[src/rtl/nvbyte_pkg.sv]
package nvbyte_pkg;

  // Fixed CPU stall lengths per access type
  localparam int unsigned RD_STALL = 4;
  localparam int unsigned WR_STALL = 2;

  // Register select codes
  localparam logic [1:0] SEL_ADDR_LO = 2'd0;
  localparam logic [1:0] SEL_DATA    = 2'd1;
  localparam logic [1:0] SEL_CTRL    = 2'd2;
  localparam logic [1:0] SEL_ADDR_HI = 2'd3;

  // Control register bit positions
  localparam int unsigned CB_RD   = 0;
  localparam int unsigned CB_WR   = 1;
  localparam int unsigned CB_ARM  = 2;
  localparam int unsigned CB_BUSY = 3;

  typedef enum logic [1:0] {
    SQ_IDLE  = 2'd0,
    SQ_READ  = 2'd1,
    SQ_WHALT = 2'd2,
    SQ_PROG  = 2'd3
  } seq_state_e;

endpackage

[src/rtl/nvbyte_rstsync.sv]
module nvbyte_rstsync (
  input  logic clk,
  input  logic rst_n,
  output logic rst_ns
);
  logic [1:0] sync_q;

  // Assert asynchronously, release after two clock edges
  always_ff @(posedge clk or negedge rst_n) begin
    if (!rst_n) sync_q <= 2'b00;
    else        sync_q <= {sync_q[0], 1'b1};
  end

  assign rst_ns = sync_q[1];
endmodule

[src/rtl/nvbyte_arm.sv]
module nvbyte_arm #(
  parameter int unsigned WINDOW = 4
) (
  input  logic clk,
  input  logic rst_n,
  input  logic arm_set,
  input  logic consume,
  output logic armed
);
  localparam int unsigned WW = $clog2(WINDOW + 1);

  logic [WW-1:0] win_q, win_d;
  logic          win_en;

  always_comb begin
    win_d = win_q;
    if (consume)           win_d = '0;
    else if (arm_set)      win_d = WW'(WINDOW);
    else if (win_q != '0)  win_d = win_q - 1'b1;
  end

  assign win_en = consume || arm_set || (win_q != '0);

  always_ff @(posedge clk or negedge rst_n) begin
    if (!rst_n)      win_q <= '0;
    else if (win_en) win_q <= win_d;
  end

  assign armed = (win_q != '0);


  arm_opens_chk: assert property (@(posedge clk) disable iff (!rst_n)
    (arm_set && !consume) |=> armed);


  arm_consumed_chk: assert property (@(posedge clk) disable iff (!rst_n)
    consume |=> !armed);
endmodule

[src/rtl/nvbyte_seq.sv]
module nvbyte_seq
  import nvbyte_pkg::*;
#(
  parameter int unsigned PROG_CYCLES = 8
) (
  input  logic clk,
  input  logic rst_n,
  input  logic rd_start,
  input  logic wr_start,
  output logic idle,
  output logic halt,
  output logic busy,
  output logic rd_done,
  output logic commit
);
  localparam int unsigned CMAX = (PROG_CYCLES > RD_STALL) ? PROG_CYCLES : RD_STALL;
  localparam int unsigned CW   = $clog2(CMAX + 1);

  seq_state_e    state_q, state_d;
  logic [CW-1:0] cnt_q, cnt_d;
  logic          seq_en;

  always_comb begin
    state_d = state_q;
    cnt_d   = cnt_q;
    rd_done = 1'b0;
    commit  = 1'b0;
    case (state_q)
      SQ_IDLE: begin
        if (rd_start) begin
          state_d = SQ_READ;
          cnt_d   = CW'(RD_STALL - 1);
        end else if (wr_start) begin
          state_d = SQ_WHALT;
          cnt_d   = CW'(WR_STALL - 1);
        end
      end
      SQ_READ: begin
        if (cnt_q == '0) begin
          state_d = SQ_IDLE;
          rd_done = 1'b1;
        end else begin
          cnt_d = cnt_q - 1'b1;
        end
      end
      SQ_WHALT: begin
        if (cnt_q == '0) begin
          state_d = SQ_PROG;
          cnt_d   = CW'(PROG_CYCLES - 1);
        end else begin
          cnt_d = cnt_q - 1'b1;
        end
      end
      SQ_PROG: begin
        if (cnt_q == '0) begin
          state_d = SQ_IDLE;
          commit  = 1'b1;
        end else begin
          cnt_d = cnt_q - 1'b1;
        end
      end
      default: state_d = SQ_IDLE;
    endcase
  end

  assign seq_en = (state_q != SQ_IDLE) || rd_start || wr_start;

  always_ff @(posedge clk or negedge rst_n) begin
    if (!rst_n) begin
      state_q <= SQ_IDLE;
      cnt_q   <= '0;
    end else if (seq_en) begin
      state_q <= state_d;
      cnt_q   <= cnt_d;
    end
  end

  assign idle = (state_q == SQ_IDLE);
  assign halt = (state_q == SQ_READ) || (state_q == SQ_WHALT);
  assign busy = (state_q == SQ_WHALT) || (state_q == SQ_PROG);


  rd_stall_len_chk: assert property (@(posedge clk) disable iff (!rst_n)
    (idle && rd_start) |=> halt ##1 halt ##1 halt ##1 halt ##1 !halt);


  wr_stall_len_chk: assert property (@(posedge clk) disable iff (!rst_n)
    (idle && wr_start && !rd_start) |=> halt ##1 halt ##1 (!halt && busy));


  commit_in_prog_chk: assert property (@(posedge clk) disable iff (!rst_n)
    commit |-> (busy && !halt));


  one_start_chk: assert property (@(posedge clk) disable iff (!rst_n)
    $onehot0({rd_start, wr_start}));
endmodule

[src/rtl/nvbyte_array.sv]
module nvbyte_array #(
  parameter int unsigned DEPTH = 128,
  parameter int unsigned AW    = $clog2(DEPTH)
) (
  input  logic          clk,
  input  logic          we,
  input  logic [AW-1:0] addr,
  input  logic [7:0]    wdata,
  output logic [7:0]    rdata
);
  // Storage cells carry no reset: contents survive a controller reset
  logic [7:0] cells [DEPTH];

  always_ff @(posedge clk) begin
    if (we) cells[addr] <= wdata;
  end

  assign rdata = cells[addr];
endmodule

[src/rtl/nvbyte_ctrl.sv]
module nvbyte_ctrl
  import nvbyte_pkg::*;
#(
  parameter int unsigned DEPTH       = 128,
  parameter int unsigned PROG_CYCLES = 8,
  parameter int unsigned ARM_WINDOW  = 4
) (
  input  logic       clk,
  input  logic       rst_n,
  input  logic [1:0] bus_sel,
  input  logic       bus_we,
  input  logic [7:0] bus_wdata,
  output logic [7:0] bus_rdata,
  output logic       cpu_halt
);
  localparam int unsigned AW = $clog2(DEPTH);

  logic          rst_ns;
  logic [AW-1:0] addr_q, addr_d;
  logic [7:0]    data_q, data_d;
  logic          addr_en, data_en;
  logic [15:0]   addr_wide, addr_new;
  logic          ctrl_wr, rd_acc, wr_acc, arm_set;
  logic          seq_idle, seq_halt, seq_busy, rd_done, commit, armed;
  logic [7:0]    arr_rdata;

  nvbyte_rstsync u_rst (
    .clk    (clk),
    .rst_n  (rst_n),
    .rst_ns (rst_ns)
  );

  // Command decode: read wins over write, both need an idle sequencer
  assign ctrl_wr = bus_we && (bus_sel == SEL_CTRL);
  assign rd_acc  = ctrl_wr && bus_wdata[CB_RD] && seq_idle;
  assign wr_acc  = ctrl_wr && bus_wdata[CB_WR] && !bus_wdata[CB_RD] && seq_idle && armed;
  assign arm_set = ctrl_wr && bus_wdata[CB_ARM];

  nvbyte_arm #(.WINDOW(ARM_WINDOW)) u_arm (
    .clk     (clk),
    .rst_n   (rst_ns),
    .arm_set (arm_set),
    .consume (wr_acc),
    .armed   (armed)
  );

  nvbyte_seq #(.PROG_CYCLES(PROG_CYCLES)) u_seq (
    .clk      (clk),
    .rst_n    (rst_ns),
    .rd_start (rd_acc),
    .wr_start (wr_acc),
    .idle     (seq_idle),
    .halt     (seq_halt),
    .busy     (seq_busy),
    .rd_done  (rd_done),
    .commit   (commit)
  );

  nvbyte_array #(.DEPTH(DEPTH), .AW(AW)) u_arr (
    .clk   (clk),
    .we    (commit),
    .addr  (addr_q),
    .wdata (data_q),
    .rdata (arr_rdata)
  );

  // Address register: two byte lanes, truncated to AW bits
  assign addr_wide = 16'(addr_q);

  always_comb begin
    addr_new = addr_wide;
    if (bus_sel == SEL_ADDR_LO) addr_new[7:0]  = bus_wdata;
    else                        addr_new[15:8] = bus_wdata;
    addr_d = AW'(addr_new);
  end

  assign addr_en = bus_we && seq_idle &&
                   ((bus_sel == SEL_ADDR_LO) || (bus_sel == SEL_ADDR_HI));

  // Data register: loaded by read completion or by CPU while idle
  always_comb begin
    data_d = data_q;
    if (rd_done) data_d = arr_rdata;
    else         data_d = bus_wdata;
  end

  assign data_en = rd_done || (bus_we && seq_idle && (bus_sel == SEL_DATA));

  always_ff @(posedge clk or negedge rst_ns) begin
    if (!rst_ns)      addr_q <= '0;
    else if (addr_en) addr_q <= addr_d;
  end

  always_ff @(posedge clk or negedge rst_ns) begin
    if (!rst_ns)      data_q <= '0;
    else if (data_en) data_q <= data_d;
  end

  always_comb begin
    case (bus_sel)
      SEL_ADDR_LO: bus_rdata = addr_wide[7:0];
      SEL_DATA:    bus_rdata = data_q;
      SEL_CTRL: begin
        bus_rdata          = '0;
        bus_rdata[CB_ARM]  = armed;
        bus_rdata[CB_BUSY] = seq_busy;
      end
      default:     bus_rdata = addr_wide[15:8];
    endcase
  end

  assign cpu_halt = seq_halt;


  lock_addr_chk: assert property (@(posedge clk) disable iff (!rst_ns)
    (!seq_idle && bus_we && (bus_sel != SEL_CTRL) && (bus_sel != SEL_DATA)) |=> $stable(addr_q));


  lock_data_chk: assert property (@(posedge clk) disable iff (!rst_ns)
    (seq_busy && bus_we && (bus_sel == SEL_DATA)) |=> $stable(data_q));


  no_unarmed_write_chk: assert property (@(posedge clk) disable iff (!rst_ns)
    (seq_idle && !armed) |=> !seq_busy);


  read_loads_data_chk: assert property (@(posedge clk) disable iff (!rst_ns)
    rd_done |=> (data_q == $past(arr_rdata)));
endmodule

[config.mk]
export PLATFORM = sky130hd
export DESIGN_NAME = nvbyte_ctrl
export DESIGN_NICKNAME = d
export VERILOG_FILES = /design/src/rtl/nvbyte_pkg.sv /design/src/rtl/nvbyte_rstsync.sv /design/src/rtl/nvbyte_arm.sv /design/src/rtl/nvbyte_seq.sv /design/src/rtl/nvbyte_array.sv /design/src/rtl/nvbyte_ctrl.sv
export SDC_FILE = /design/constraint.sdc
export NUM_CORES = 1
export LEC_CHECK = 0
export CELL_PAD_IN_SITES_DETAIL_PLACEMENT = 1
export CELL_PAD_IN_SITES_GLOBAL_PLACEMENT = 2
export CORE_MARGIN = 3
export CORE_UTILIZATION = 49
export DETAILED_ROUTE_END_ITERATION = 8
export DONT_BUFFER_PORTS = 1
export PLACE_DENSITY = 0.85
export SYNTH_ARGS = -nofsm -noshare
export SYNTH_HDL_FRONTEND = slang
export SYNTH_SLANG_ARGS = --single-unit
[constraint.sdc]
create_clock -name clk -period 3.4 [get_ports clk]
set_clock_uncertainty 0.15 [all_clocks]
set_input_delay 0.51 -clock clk [delete_from_list [all_inputs] [get_ports clk]]
set_output_delay 0.51 -clock clk [all_outputs]
set_load 0.005 [all_outputs]
==> metrics list <==
- Worst min-delay path startpoint: bus_sel[0]
* Starting Density: 0.497
* Number of enable-type register cells in the synthesized netlist: 1024
* Transition time of the tightest slew-check pin: 1300 ps
- After detailed routing, the average wire length per cell comes to 35.2 um.
* Minimum setup slack among reg-to-reg paths: 80 ps
- The total area inside the core boundary comes to 84000 sq um.
- Registers take 31400 sq um.
- By area the synthesized netlist is led by edfxtp_1 (74%), mux4_2 (4.3%), a221oi_1 (2.5%).
* Tcrit/Tclk final: 0.976
- For the worst-skew pair, the clock arrives at the later sink with an insertion delay of 690 ps.
- Counting distinct cell types in the post-synthesis netlist gives 80.
* Clock sink count: 1050
* Share of post-route cells with drive strength above 1: 0.257
- P per Cell Area: 874 nW/um^2
- In this run the critical register-to-register path is launched from addr_q[0].
- The number of hold violations in the final report is 0.
* Layout net count: 2706
- The final count of pins violating max slew was 0.
- The count of buffers added on input and output ports is 0.
* Total routing usage reported by global routing: 0.308
- Once layout is done, the placed cells without fillers occupy 48900 sq um.
- Across the VDD grid, the largest voltage drop is 497 uV.
* Number of placed cells counting well taps: 3698
- The path class of the tightest hold or removal check is input pin to flop.
- Post-Route WL: 138 mm
* Post-detail-place hpwl: 86.0 mm
- The die is 298 um tall.
- The first detailed-routing pass took 6 iterations.
* Cell count after synthesis: 2395
* Dominant cell type by count on the critical path: buf_4
- Standard-cell rows: 106
- # DRC: 0
* Final global-route overflow total: 0
* Largest incremental delay on the critical path: 650 ps
- The most used flip-flop cell after synthesis is edfxtp_1.
- Fillers: 7478
- Clock tree from TritonCTS: built
* Die footprint: 88600 sq um
- Setup violations remaining at the end of the flow were counted as 0.
- Worst-path clk slew: 60 ps
- Final instance count without filler cells: 3912
- Syn nets: 2417
* Top-level port count: 22
- For this run, the top clock speed supported by timing is 301 MHz.
* Layout overhead on the synthesized area: 17.3%
* Die boundary width: 298 um
- In this run the deepest clock path goes through 3 buffers.
* Aggregate negative setup slack: 0 ps
- For this run, asynchronously set or reset flops after synthesis account for 0.0248.
- Area of combinational cells with multiple inputs: 9510 sq um
- The worst register-to-register path ends at data_q[5].
* Number of nets still failing antenna checks after routing: 0
* Leakage power of the design: 15.9 nW
- The worst setup path is of the flop to flop kind.
* Post-Syn Area: 41700 sq um
- Sequential-to-total area share from yosys stat: 0.753
- For this design, the slowest cell found on the critical path is dfrtp_4.
- Synth top area share: 0.737
- Global placer's final weighted congestion: 0.901
- Summed over all instances, the cell type with the most area after synthesis is edfxtp_1.
- Minimum clock period: 3320 ps
- Maximum number of pins on one net before global-route repair: 97
- Register-to-Register Path Depth: 9
* Via count of the first global-routing pass: 27500
- The worst setup path is captured at a flop.
- The detailed router finished its first iteration with 3838 violations.
* CTS HTree Levels: 3
* Cell count of the worst hold path: 3
- In the routed layout, each cell is associated on average with a via count of 6.74.
- During synthesis, Yosys emitted a total of 0 warnings.
* Critical path, cell by cell: buf_4 > nor3b_4 > buf_4 > a221oi_1 > o221ai_1 > o311ai_1 > a31oi_1 > buf_4 > o41a_1
- TritonCTS Buffers: 107
* First-pass GRT wire length: 198 mm
* Layout Utilization: 0.583
- Number of violations of the max-capacitance limit: 0
- After synthesis the netlist holds a flip-flop and latch count of 1050.
* Result of the run: complete, no violations
* Category of the worst setup path launch point: flop
- The worst hold path terminates at u_arm.win_q[2].
- The worst pin sits at a relative slew slack of 0.131.
- Averaged over all synthesized cells, the footprint is 17.4 sq um.
- STA puts the critical path data required time at 3810 ps.
* Area after DPL: 45300 sq um
- Largest fanout of any net on the critical path: 13
* Unrepaired setup endpoints after global routing: no
- Arrival time of data at the critical path endpoint: 3730 ps
- Clock root buffer: clkbuf_16
* Vias post-DR: 26300
* Initial antenna violation count: 5
Yosys cell counts (all sizes together), types with 5 or more instances:
cell type and count:
a2111oi 6, o221ai 14, a22o 6, nand2b 12, o211ai 13, a32o 5, mux2i 68, a31oi 13
buf 99, a211oi 13, o311ai 5, dfrtp 26, nand2 129, nor2 189, o2bb2ai 23, and3 7
o21ai 58, nor2b 11, mux2 91, o22ai 10, ha 9, clkbuf 69, nor3b 6, a221o 16
a222oi 6, o211a 5, mux4 88, nand3 13, a21oi 42, a22oi 76, and2 11, inv 15
nor3 14, edfxtp 1024, o2111ai 7, a221oi 117, and3b 8
registers in the layout (all words and copies together), names as in the netlist:
signal,count
u_seq.state_q,2
addr_q,7
data_q,8
u_rst.sync_q,2
u_arm.win_q,3
u_arr.cells,1024
u_seq.cnt_q,4
routing by layer:
layer / up-vias / wire length, um / global-route usage
li1: 10400 / - / -
met5: - / 36 / 0
met2: 1938 / 64400 / 0.482
met1: 13600 / 50300 / 0.405
met3: 455 / 15100 / 0.0769
met4: 6 / 7910 / 0.155
cell families after synthesis:
family	count (synthesis)	synth area share
flip-flops	1050	0.753
adder cells (fa/ha/maj)	9	0.00270
AND/OR/NAND/NOR	428	0.0466
multiplexers	247	0.0891
XOR/XNOR	1	0.000210
AO/OA/AOI/OAI	475	0.0873
other	1	0.0000899
buffers and inverters	184	0.0209
area by class of cell:
| class | instances | share of cell area |
|---|---|---|
| Inverter | 16 | 0.00128 |
| Clock buffer | 133 | 0.0593 |
| Tap cell | 1134 | 0.0290 |
| Multi-Input combinational cell | 1161 | 0.194 |
| Timing Repair Buffer | 348 | 0.0615 |
| Antenna cell | 2 | 0.000102 |
| Clock inverter | 68 | 0.0115 |
| Sequential cell | 1050 | 0.643 |
worst max-delay path: cells and delay by family (launching register included):
| family | cells | cell delay (ps) |
|---|---|---|
| AO/OA/AOI/OAI | 5 | 1400 |
| buffers and inverters | 3 | 800 |
| flip-flops | 1 | 650 |
| AND/OR/NAND/NOR | 1 | 160 |
per-stage QoR:
stage / setup WS, ps / power, W / hold WS [ps]
floorplan: 559 / 0.0239 / 64.4
global placement: 68.8 / 0.0301 / 64.5
detailed placement: 84.1 / 0.0307 / 64.5
CTS: 28.5 / 0.0424 / 7.44
global route: 19.4 / 0.0438 / 54.6
finish: 82.1 / 0.0427 / 38.1
where the power goes:
part           internal (W)  total, W  switching (W)
logic               0.00512    0.0145        0.00941
registers            0.0156    0.0165       0.000892
clock network       0.00659    0.0117        0.00506
total                0.0274    0.0427         0.0154
worst max-delay path by stage:
stage	from	to	slack, ps	cells after the start
2_1_floorplan	data_q[2]	bus_rdata[2]	560	2
3_3_place_gp	addr_q[1]	data_q[3]	70	8
3_5_place_dp	addr_q[0]	data_q[5]	80	9
4_1_cts	addr_q[2]	data_q[5]	30	7
5_1_grt	addr_q[1]	data_q[3]	20	8
6_report	addr_q[0]	data_q[5]	80	9
layout by cell type, fill, tap and decap left out, types with 9 or more instances in the layout:
master         Yosys  layout
dfrtp_4            0      11
o22ai_1           10      10
buf_12             1      29
inv_1             14      12
a211oi_1          13      13
a221o_1           16      16
clkbuf_16          0     110
a31oi_1           13      13
dlygate4sd3_1      0      10
buf_4             18     308
o221ai_1          14      14
nor2_1           189     186
ha_1               9       9
mux2i_1           68      68
o2bb2ai_1         23      23
nand2b_1          12      12
a22oi_1           76      76
mux2_2            91      91
o21ai_0           58      58
a21oi_1           42      42
clkinv_1           1      21
clkinv_2           0      27
and2_1            10      10
nand3_1           13      13
a221oi_1         117     117
dfrtp_1           26      14
o211ai_1          13      13
clkbuf_1          69      17
edfxtp_1        1024    1024
mux4_2            80      80
nor3_1            13      13
nand2_1          127     127
timing repair:
action	4_1_cts	5_1_grt
endpoints found under the setup margin	0	2
endpoints found under the hold margin	19	0
hold buffers	10	0
resized for setup	0	4
setup buffers	0	1
Note: power is estimated with default switching activity, not from simulation.
